==> config.mk <==
export PLATFORM = sky130hd
export DESIGN_NAME = clkout_pm_ctrl
export DESIGN_NICKNAME = d
export VERILOG_FILES = /design/src/rtl/clkpm_pkg.sv /design/src/rtl/clkpm_sync.sv /design/src/rtl/clkpm_strap.sv /design/src/rtl/clkpm_gate.sv /design/src/rtl/clkout_pm_ctrl.sv
export SDC_FILE = /design/constraint.sdc
export NUM_CORES = 1
export LEC_CHECK = 0
export ABC_CLOCK_PERIOD_IN_PS = 1200
export BUFFER_PORTS_ARGS = -buffer_cell sky130_fd_sc_hd__buf_2
export CORE_MARGIN = 1
export CORE_UTILIZATION = 48
export CTS_BUF_LIST = sky130_fd_sc_hd__clkbuf_4
export DETAILED_ROUTE_END_ITERATION = 7
export PLACE_DENSITY = 0.79
export SYNTH_ARGS = -nofsm -noshare
export SYNTH_HDL_FRONTEND = slang
export SYNTH_SLANG_ARGS = --single-unit
export TNS_END_PERCENT = 50
==> constraint.sdc <==
create_clock -name clk -period 1.2 [get_ports clk]
set_clock_uncertainty 0.05 [all_clocks]
set_input_delay 0.06 -clock clk [delete_from_list [all_inputs] [get_ports clk]]
set_output_delay 0.06 -clock clk [all_outputs]
set_load 0.02 [all_outputs]
==> src/rtl/clkpm_pkg.sv <==
package clkpm_pkg;
   typedef enum logic [1:0] {
      REF_LOW = 2'b00,
      REF_RUN = 2'b01,
      REF_HIZ = 2'b10
   } ref_mode_t;
endpackage

==> src/rtl/clkpm_sync.sv <==
module clkpm_sync #(
   parameter int W      = 1,
   parameter int STAGES = 2
) (
   input  logic         clk,
   input  logic         rst_n,
   input  logic [W-1:0] d,
   output logic [W-1:0] q
);
   logic [STAGES-1:0][W-1:0] chain;

   always_ff @(posedge clk or negedge rst_n) begin
      if (!rst_n) chain <= '0;
      else        chain <= {chain[STAGES-2:0], d};
   end

   assign q = chain[STAGES-1];
endmodule

==> src/rtl/clkpm_strap.sv <==
module clkpm_strap #(
   parameter int                ADDR_W    = 7,
   parameter logic [ADDR_W-1:0] ADDR_BASE = 7'h68,
   parameter int                STRAP_BIT = 1
) (
   input  logic              clk,
   input  logic              rst_n,
   input  logic              pg_s,
   input  logic              strap,
   output logic              seen,
   output logic [ADDR_W-1:0] addr
);
   always_ff @(posedge clk or negedge rst_n) begin
      if (!rst_n) begin
         seen <= 1'b0;
         addr <= '0;
      end else if (pg_s && !seen) begin
         seen            <= 1'b1;
         addr            <= ADDR_BASE;
         addr[STRAP_BIT] <= strap;
      end
   end
endmodule

==> src/rtl/clkpm_gate.sv <==
module clkpm_gate #(
   parameter int N_OUT       = 4,
   parameter bit GLITCH_FREE = 1'b1
) (
   input  logic             clk,
   input  logic             rst_n,
   input  logic             clk_lvl,
   input  logic [N_OUT-1:0] want,
   output logic [N_OUT-1:0] run
);
   for (genvar i = 0; i < N_OUT; i++) begin : g_lane
      logic lane_q;
      if (GLITCH_FREE) begin : g_lowphase
         always_ff @(posedge clk or negedge rst_n) begin
            if (!rst_n)       lane_q <= 1'b0;
            else if (!clk_lvl) lane_q <= want[i];
         end
      end else begin : g_direct
         always_ff @(posedge clk or negedge rst_n) begin
            if (!rst_n) lane_q <= 1'b0;
            else        lane_q <= want[i];
         end
      end
      assign run[i] = lane_q;
   end
endmodule

==> src/rtl/clkout_pm_ctrl.sv <==
module clkout_pm_ctrl
   import clkpm_pkg::*;
#(
   parameter int                N_OUT       = 4,
   parameter int                SYNC_STAGES = 2,
   parameter int                ADDR_W      = 7,
   parameter logic [ADDR_W-1:0] ADDR_BASE   = 7'h68,
   parameter int                STRAP_BIT   = 1,
   parameter bit                GLITCH_FREE = 1'b1
) (
   input  logic              clk,
   input  logic              rst_n,
   input  logic              pwrgd_in,
   input  logic [N_OUT-1:0]  oe_n_in,
   input  logic [N_OUT-1:0]  en_bits,
   input  logic              pll_lock_in,
   input  logic              osc_ok_in,
   input  logic              addr_strap,
   input  logic              out_clk_lvl,
   output logic [N_OUT-1:0]  dif_run,
   output logic [1:0]        ref_mode,
   output logic [ADDR_W-1:0] bus_addr,
   output logic              addr_valid
);
   localparam int SYNC_W  = N_OUT + 3;
   localparam int PG_IDX  = N_OUT;
   localparam int LK_IDX  = N_OUT + 1;
   localparam int OSC_IDX = N_OUT + 2;

   if (SYNC_STAGES < 2) begin : g_chk_sync
      $error("SYNC_STAGES must be at least 2");
   end
   if (N_OUT < 1) begin : g_chk_nout
      $error("N_OUT must be at least 1");
   end
   if (STRAP_BIT >= ADDR_W) begin : g_chk_bit
      $error("STRAP_BIT outside the address");
   end else if (ADDR_BASE[STRAP_BIT] != 1'b0) begin : g_chk_base
      $error("ADDR_BASE must have the strap bit clear");
   end

   logic [SYNC_W-1:0] raw_v;
   logic [SYNC_W-1:0] syn_v;
   logic [N_OUT-1:0]  oe_n_s;
   logic              pg_s;
   logic              lock_s;
   logic              osc_s;
   logic [N_OUT-1:0]  want;
   logic              seen;
   ref_mode_t         ref_d;

   assign raw_v = {osc_ok_in, pll_lock_in, pwrgd_in, oe_n_in};

   clkpm_sync #(.W(SYNC_W), .STAGES(SYNC_STAGES)) u_sync (
      .clk(clk), .rst_n(rst_n), .d(raw_v), .q(syn_v)
   );

   assign oe_n_s = syn_v[N_OUT-1:0];
   assign pg_s   = syn_v[PG_IDX];
   assign lock_s = syn_v[LK_IDX];
   assign osc_s  = syn_v[OSC_IDX];

   // Output runs only with power good, lock, its bit set and its pin low.
   assign want = (pg_s && lock_s) ? (en_bits & ~oe_n_s) : '0;

   clkpm_gate #(.N_OUT(N_OUT), .GLITCH_FREE(GLITCH_FREE)) u_gate (
      .clk(clk), .rst_n(rst_n), .clk_lvl(out_clk_lvl), .want(want), .run(dif_run)
   );

   clkpm_strap #(.ADDR_W(ADDR_W), .ADDR_BASE(ADDR_BASE), .STRAP_BIT(STRAP_BIT)) u_strap (
      .clk(clk), .rst_n(rst_n), .pg_s(pg_s), .strap(addr_strap),
      .seen(seen), .addr(bus_addr)
   );

   always_comb begin
      if (!seen)               ref_d = REF_HIZ;
      else if (pg_s && osc_s)  ref_d = REF_RUN;
      else                     ref_d = REF_LOW;
   end

   assign ref_mode   = ref_d;
   assign addr_valid = seen;
endmodule

# After elaboration in Yosys (flattened, before gate mapping)
# Cells that the tools add are included.
[word_totals] input_bits=15 ff_bits=21 wordCells=17
[classes] n_bitwise=2 reduce_logical=4 mux=3
[ops] cell="$and A4 B4 Y4" n=1
[ops] cell="$mux W4" n=1
[ops] cell="$not A4 Y4" n=1
[ops] cell="$logic_and A1 B1 Y1" n=3
[ops] cell="$mux W2" n=1
[ops] cell="$logic_not A1 Y1" n=1
[ops] cell="$mux W1" n=1

# Depth between registers and ports, before layout
# Gate-level depths: netlist of run 1.
[logic_depth] ltp_word=3 depth_mapped=3 mapped_depth_nobuf=2

# Hierarchy
# From an unflattened synthesis of run 1, not the netlist that was laid out.
[unflattened] hier_cells=51 area_unflattened_um2=763.2
[by_module_without_submodules] module="clkpm_sync" area_each_um2=402.9 n_inst=1 seq_area_each_um2=350.3 cells_per_inst=21
[by_module_without_submodules] module="clkpm_gate" area_each_um2=175.2 n_inst=1 seq_area_each_um2=100.1 cells_per_inst=12
[by_module_without_submodules] module="clkpm_strap" area_each_um2=133.9 n_inst=1 seq_area_each_um2=50.0 cells_per_inst=12
[by_module_without_submodules] module="clkout_pm_ctrl" area_each_um2=51.3 n_inst=1 seq_area_each_um2=0.0 cells_per_inst=6

# Worst setup path before layout of run 1
# Ideal clock, no wire load.
[synth_path] path_type="register to register" startpoint="reg u_strap.seen" endpoint="reg u_strap.addr[1]" setup_time_ns=0.125 stages_incl_launch_ff=3 arrival_ns=0.956 slack_ns=0.070 required_time_ns=1.025 period_less_slack_ns=1.130 cell_sequence="dfrtp_1 nor2b_1 mux2_2"
[synth_between] elab_chain_len=2
[synth_rtl] element="from (decl)" line_no="clkpm_strap.sv:10" text="output logic seen,"
[synth_rtl] element="from (signal assigned)" line_no="clkpm_strap.sv:15" text="seen <= 1'b0;"
[synth_rtl] element="from (signal assigned)" line_no="clkpm_strap.sv:18" text="seen <= 1'b1;"
[synth_rtl] element="$logic_not A1 Y1" line_no="clkpm_strap.sv:17" text="end else if (pg_s && !seen) begin"
[synth_rtl] element="$logic_and A1 B1 Y1" line_no="clkpm_strap.sv:17"
[synth_rtl] element="to (signal, indexed assignment)" line_no="clkpm_strap.sv:20" text="addr[STRAP_BIT] <= strap;"
[synth_rtl] element="to (decl)" line_no="clkpm_strap.sv:11" text="output logic [ADDR_W-1:0] addr"
# No other way between the ends.
# A chain may end at the register's enable or synchronous reset.

# Final worst setup path of run 1
[layout_path] startpoint="reg u_strap.seen" endpoint="out ref_mode[0]"
[layout_between] elab_chain_len=1
[layout_rtl] element="$mux W2" line_no="clkout_pm_ctrl.sv:76" text="if (!seen) ref_d = REF_HIZ;"
[layout_rtl] element="to (decl)" line_no="clkout_pm_ctrl.sv:21" text="output logic [1:0] ref_mode,"
# No other way between the ends.

==> flow_metrics.tcl, run 1 <==
set metrics [dict create \
    fmax_mhz 873 \
    hp-class "primary input to register" \
    power_w 0.00115 \
    final_nets 99 \
    clockBufferDepth 2 \
    io_pins 29 \
    ys_seq_area_frac 0.692 \
    use_met3 0.0978 \
    start_kind "register" \
    viasPerCell 4.54 \
    drt-total-wl_um 1110 \
    fin_crit_sh 0.955 \
    timing.rr.start "u_strap.seen$_DFFE_PN0P_" \
    worstPathMaxFanout 8 \
    status "finished clean" \
    cp.required_ps 1090 \
    die_width_um 40.8 \
    synth_cell_types 11 \
    drt_iter0_markers 0 \
    drv_cap 0 \
    yosysTopAreaCellShare 0.692 \
    rsz0062_at_grt "no" \
    hpwl_um 700 \
    postCtsSetupBuffers 0 \
    grt_pass1_wl_um 1550 \
    rows 13 \
    drc 0 \
    placedCellCount 81 \
    rrSetupSlack_ps 100 \
    avgSynthCellArea_um2 14.5 \
    critPathCaptureType "primary output" \
    hold_depth 2 \
    fin_crit_ps 1150 \
    drv_slew 0 \
    ctsHtreeMaxLevel 1 \
    cts_root_buffer "clkbuf_4" \
    fin_setup_tns_ps 0 \
    fin_cells 98 \
    power.density_nw_per_um2 1200 \
    syn_inst 50 \
    synth.area.top_cells "dfrtp_1 (69%), buf_4 (10%), o41ai_2 (9.0%)" \
    cp.arrival_ps 1040 \
    routedWlPerCell_um 11.4 \
    grt_overflow 0 \
    gp_congestion 0.590 \
    antenna_cells 0 \
    dieArea_um2 1670 \
    setup_viol 0 \
    leakagePower_nw 0.499 \
    r2r_cells 2 \
    clock_latency_ps 290 \
    hold_viol_final 0 \
    coreArea_um2 1350 \
    grt_util_met2 0.273 \
    ant_nets 0 \
    ir_drop_mv 1.05 \
    grt_start_max_net_pins 21 \
    syn_area_um2 723 \
    dr.pass1.iters 1 \
    startpoint "u_strap.seen$_DFFE_PN0P_" \
    num_vias 445 \
    clkSinkCount 20 \
    netlist.top_cell.by_area "dfrtp_1" \
    drive_gt1_frac 0.434 \
    timing.rr.end "u_strap.addr[1]$_DFFE_PN0P_" \
    track_usage 0.156 \
    clk_pin_slew_ps 100 \
    die-height_um 40.8 \
    cts_tree "built" \
    start_util 0.536 \
    grt_use_met1 0.146 \
    syn_to_final_growth_pct 32.4 \
    crit_type "register to primary output" \
    ys_ff_latch 20 \
    io_buffers 25 \
    antenna_found_initial 0 \
    top_usage_layer "met2" \
    first_global_vias 378 \
    cts_made_buffers 3 \
    yosys_warnings 0 \
    endpoint "ref_mode[0]" \
]
## worst max-delay path, cell delays in order, from the launching register on
cell     delay [ps]
dfrtp_2         460
and3_4          160
buf_6           120
## synthesized netlist by cell type
master	number
nor2b_1	1
conb_1	1
mux2_2	1
buf_4	10
dfrtp_1	20
or2_2	1
o41ai_2	4
buf_6	1
inv_1	5
and3_1	1
nand2_1	5
## registers in the layout, indices dropped and copies added (netlist names)
signal,cells
u_strap.seen,1
u_gate.g_lane.lane_q,4
u_strap.addr,1
u_sync.chain,7
u_sync.q,7
## where the power goes
group	switching [W]	internal [W]	total (W)
combinational	0.0000632	0.0000642	0.000127
clock	0.000180	0.000121	0.000301
sequential	0.0000127	0.000706	0.000719
## metrics by stage
stage / hold slack, ps / instance area, µm² / util / worst slack (ps)
after global placement: -33.7 / 788 / 0.584 / 155
after global routing: 40.1 / 957 / 0.709 / 11.0
final: 39.7 / 957 / 0.709 / 53.9
after detailed placement: -32.7 / 788 / 0.584 / 108
after CTS: 31.7 / 945 / 0.700 / 9.51
after floorplan: -286 / 731 / - / 69.5
## final cells by class
class | instances | area (µm²)
clock buffer | 3 | 22.5
clock inverter | 1 | 3.75
fill | 103 | 393
inverter | 5 | 18.8
multi-input combinational | 16 | 130
sequential | 20 | 502
tap | 15 | 18.8
timing repair buffer | 38 | 262
## how the worst min path moves through the flow
stage | start | to
floorplan | rst_n | u_gate.g_lane[0].lane_q$_DFFE_PN0N_
global placement | rst_n | u_sync.q[0]$_DFF_PN0_
detailed placement | rst_n | u_sync.q[0]$_DFF_PN0_
CTS | out_clk_lvl | u_gate.g_lane[1].lane_q$_DFFE_PN0N_
global route | out_clk_lvl | u_gate.g_lane[1].lane_q$_DFFE_PN0N_
finish | out_clk_lvl | u_gate.g_lane[1].lane_q$_DFFE_PN0N_
## metal layers
layer / up-vias / wire length, µm
met5: - / 0
met4: 0 / 0
met3: 0 / 53
met2: 15 / 663
met1: 218 / 396
li1: 212 / -
## cells by family after synthesis
family	count (synthesis)	synth area share
DFF	20	0.692
buffers and inverters	16	0.145
and+or+nand+nor	8	0.0519
AOI/OAI and AO/OA	4	0.0900
muxes	1	0.0156
other	1	0.00519
## placed cells by master, fill, tap and decap left out
cell type	count
dlygate4sd3_1	13
and3_4	1
buf_2	24
nand2_1	5
buf_6	1
or2_2	1
conb_1	3
clkbuf_4	3
dfrtp_2	1
clkinv_1	1
o41ai_2	4
nor2b_1	1
inv_1	5
dfrtp_1	19
mux2_2	1
## timing repair
| item | CTS | global route |
|---|---|---|
| resized for setup | 0 | 4 |
| hold buffers | 13 | 0 |
| endpoints found under the hold margin | 32 | 0 |
| setup endpoints to repair | 0 | 1 |
Note: power is estimated with default switching activity, not from simulation.
==> run 2, diff against run 1 <==
--- a/config.mk
+++ b/config.mk
@@ -5,13 +5,15 @@
 export SDC_FILE = /design/constraint.sdc
 export NUM_CORES = 1
 export LEC_CHECK = 0
-export ABC_CLOCK_PERIOD_IN_PS = 1200
+export ABC_CLOCK_PERIOD_IN_PS = 1490
 export BUFFER_PORTS_ARGS = -buffer_cell sky130_fd_sc_hd__buf_2
+export CELL_PAD_IN_SITES_DETAIL_PLACEMENT = 2
+export CELL_PAD_IN_SITES_GLOBAL_PLACEMENT = 2
 export CORE_MARGIN = 1
-export CORE_UTILIZATION = 48
+export CORE_UTILIZATION = 33
 export CTS_BUF_LIST = sky130_fd_sc_hd__clkbuf_4
 export DETAILED_ROUTE_END_ITERATION = 7
-export PLACE_DENSITY = 0.79
+export PLACE_DENSITY_LB_ADDON = 0.1
 export SYNTH_ARGS = -nofsm -noshare
 export SYNTH_HDL_FRONTEND = slang
 export SYNTH_SLANG_ARGS = --single-unit
==> constraint.sdc (replaced) <==
create_clock -name clk -period 1.49 [get_ports clk]
set_clock_uncertainty 0.05 [all_clocks]
set_input_delay 0.0745 -clock clk [delete_from_list [all_inputs] [get_ports clk]]
set_output_delay 0.0745 -clock clk [all_outputs]
set_load 0.02 [all_outputs]
==> run 2 against run 1 <==
Compared with the run above: clock-buffer cell count is the same; sequential share of layout area down 1.7 points; critical endpoint unchanged; global-route usage is 2.3 points lower; largest cell class unchanged; register-to-register slack better by 280 ps; sequential cell count is the same; utilization down 22 points; final cell count rose by 12%; largest power group unchanged; power down 3.0%; worst hold slack worse by 4.9 ps; die area grew 43%; design area up 3.0%; sequential power shrank 19%.
==> flow_metrics.tcl, run 2 (synthesized netlist as in run 1, its figures left out) <==
set metrics [dict create \
    status "finished clean" \
    hold_buffers 13 \
    start_util 0.361 \
    num_vias 460 \
    ir_drop_mv 0.628 \
    drv_cap 0 \
    antenna_found_initial 0 \
    drc 0 \
    io_pins 29 \
    dieArea_um2 2380 \
    cts_tree "built" \
    grt_start_max_net_pins 21 \
    worstHoldStart "out_clk_lvl" \
    rrSetupSlack_ps 380 \
    track_usage 0.133 \
    p_int_w 0.000889 \
    crit_type "register to primary output" \
    dr.pass1.iters 1 \
    power.density_nw_per_um2 1130 \
    fin_crit_ps 1220 \
    hpwl_um 938 \
    antenna_cells 0 \
    fin_crit_sh 0.822 \
    ctsResizeCount 0 \
    final_core_util 0.493 \
    power_w 0.00111 \
    clockBufferDepth 2 \
    swShare 0.201 \
    final-seq-area_um2 500 \
    die-height_um 48.8 \
    rsz0062_at_grt "no" \
    coreArea_um2 2000 \
    hold_viol_final 0 \
    worstPathMaxFanout 8 \
    leakagePower_nw 0.512 \
    hold_end "u_gate.g_lane[3].lane_q$_DFFE_PN0N_" \
    r2r_cells 2 \
    drv_slew 0 \
    postCtsSetupBuffers 0 \
    fmax_mhz 817 \
    timing.rr.end "u_strap.addr[1]$_DFFE_PN0P_" \
    clock_latency_ps 290 \
    ctsHtreeMaxLevel 1 \
    critPathCaptureType "primary output" \
    fin_setup_tns_ps 0 \
    multiInputGateArea_um2 125 \
    clk_pin_slew_ps 120 \
    power_frac_comb 0.090 \
    seqPwrFrac 0.522 \
    final_common_cell "buf_2" \
    setup_viol 0 \
    start_kind "register" \
    first_global_vias 522 \
    drive_gt1_frac 0.422 \
    die_width_um 48.8 \
    final_cell_mix "buf_2 (25), dfrtp_1 (20), dlygate4sd3_1 (13), inv_1 (5), nand2_1 (5)" \
    drt-total-wl_um 1330 \
    cp.arrival_ps 1100 \
    grt_pass1_wl_um 2320 \
    routedWlPerCell_um 12.0 \
    ant_nets 0 \
    cp.required_ps 1370 \
    cts_root_buffer "clkbuf_4" \
    power.switching_w 0.000223 \
    grt_overflow 0 \
    clkPwrFrac 0.388 \
    num-fill-cells 198 \
    drt_iter0_markers 0 \
    cts_made_buffers 3 \
    io_buffers 25 \
    syn_to_final_growth_pct 36.3 \
    gp_congestion 0.669 \
    hp-class "primary input to register" \
    hold_depth 2 \
    rows 16 \
    final_nets 99 \
    clkSinkCount 20 \
    viasPerCell 4.18 \
    placed_area_um2 803 \
    timing.rr.start "u_strap.seen$_DFFE_PN0P_" \
    fin_area_um2 986 \
]
-- run 2: metrics by stage --
stage               hold WS [ps]  cells  setup slack (ps)
finish                      34.8    110               266
global route                46.1    110               169
CTS                         35.8    110               222
detailed placement         -6.54     93               373
global placement           -8.55     93               431
floorplan                   -271     52               360
-- run 2: critical path, cell delays in order (launching register included) --
cell,delay [ps]
dfrtp_1,460
and3_1,190
buf_2,160
-- run 2: worst max path at each step --
stage	cells after the start	end	startpoint
6_report	2	ref_mode[0]	u_strap.seen$_DFFE_PN0P_
3_3_place_gp	2	u_strap.addr[1]$_DFFE_PN0P_	u_strap.seen$_DFFE_PN0P_
4_1_cts	2	ref_mode[0]	u_strap.seen$_DFFE_PN0P_
5_1_grt	2	ref_mode[0]	u_strap.seen$_DFFE_PN0P_
3_5_place_dp	2	u_strap.addr[1]$_DFFE_PN0P_	u_strap.seen$_DFFE_PN0P_
2_1_floorplan	2	u_strap.addr[1]$_DFFE_PN0P_	u_strap.seen$_DFFE_PN0P_
-- run 2: layout make-up --
type / instances / share of cell area
multi-input combinational: 16 / 0.127
clock inverter: 1 / 0.0305
sequential: 20 / 0.508
clock buffer: 3 / 0.0228
tap: 27 / 0.0343
inverter: 5 / 0.0190
timing repair buffer: 38 / 0.259
-- run 2: per-layer routing --
metal  part of all wire  GRT usage
met3              0.054     0.0218
met4             0.0030     0.0588
met2               0.55      0.245
met1               0.39      0.148
met5                  0          0
-- run 2: power groups by stage --
stage          logic (W)  clock network, W  registers (W)
3_5_place_dp   0.0000759                 0       0.000592
2_1_floorplan  0.0000458                 0       0.000591
5_1_grt         0.000110          0.000466       0.000584
4_1_cts         0.000101          0.000445       0.000581
3_3_place_gp   0.0000736                 0       0.000589
6_report        0.000100          0.000432       0.000580
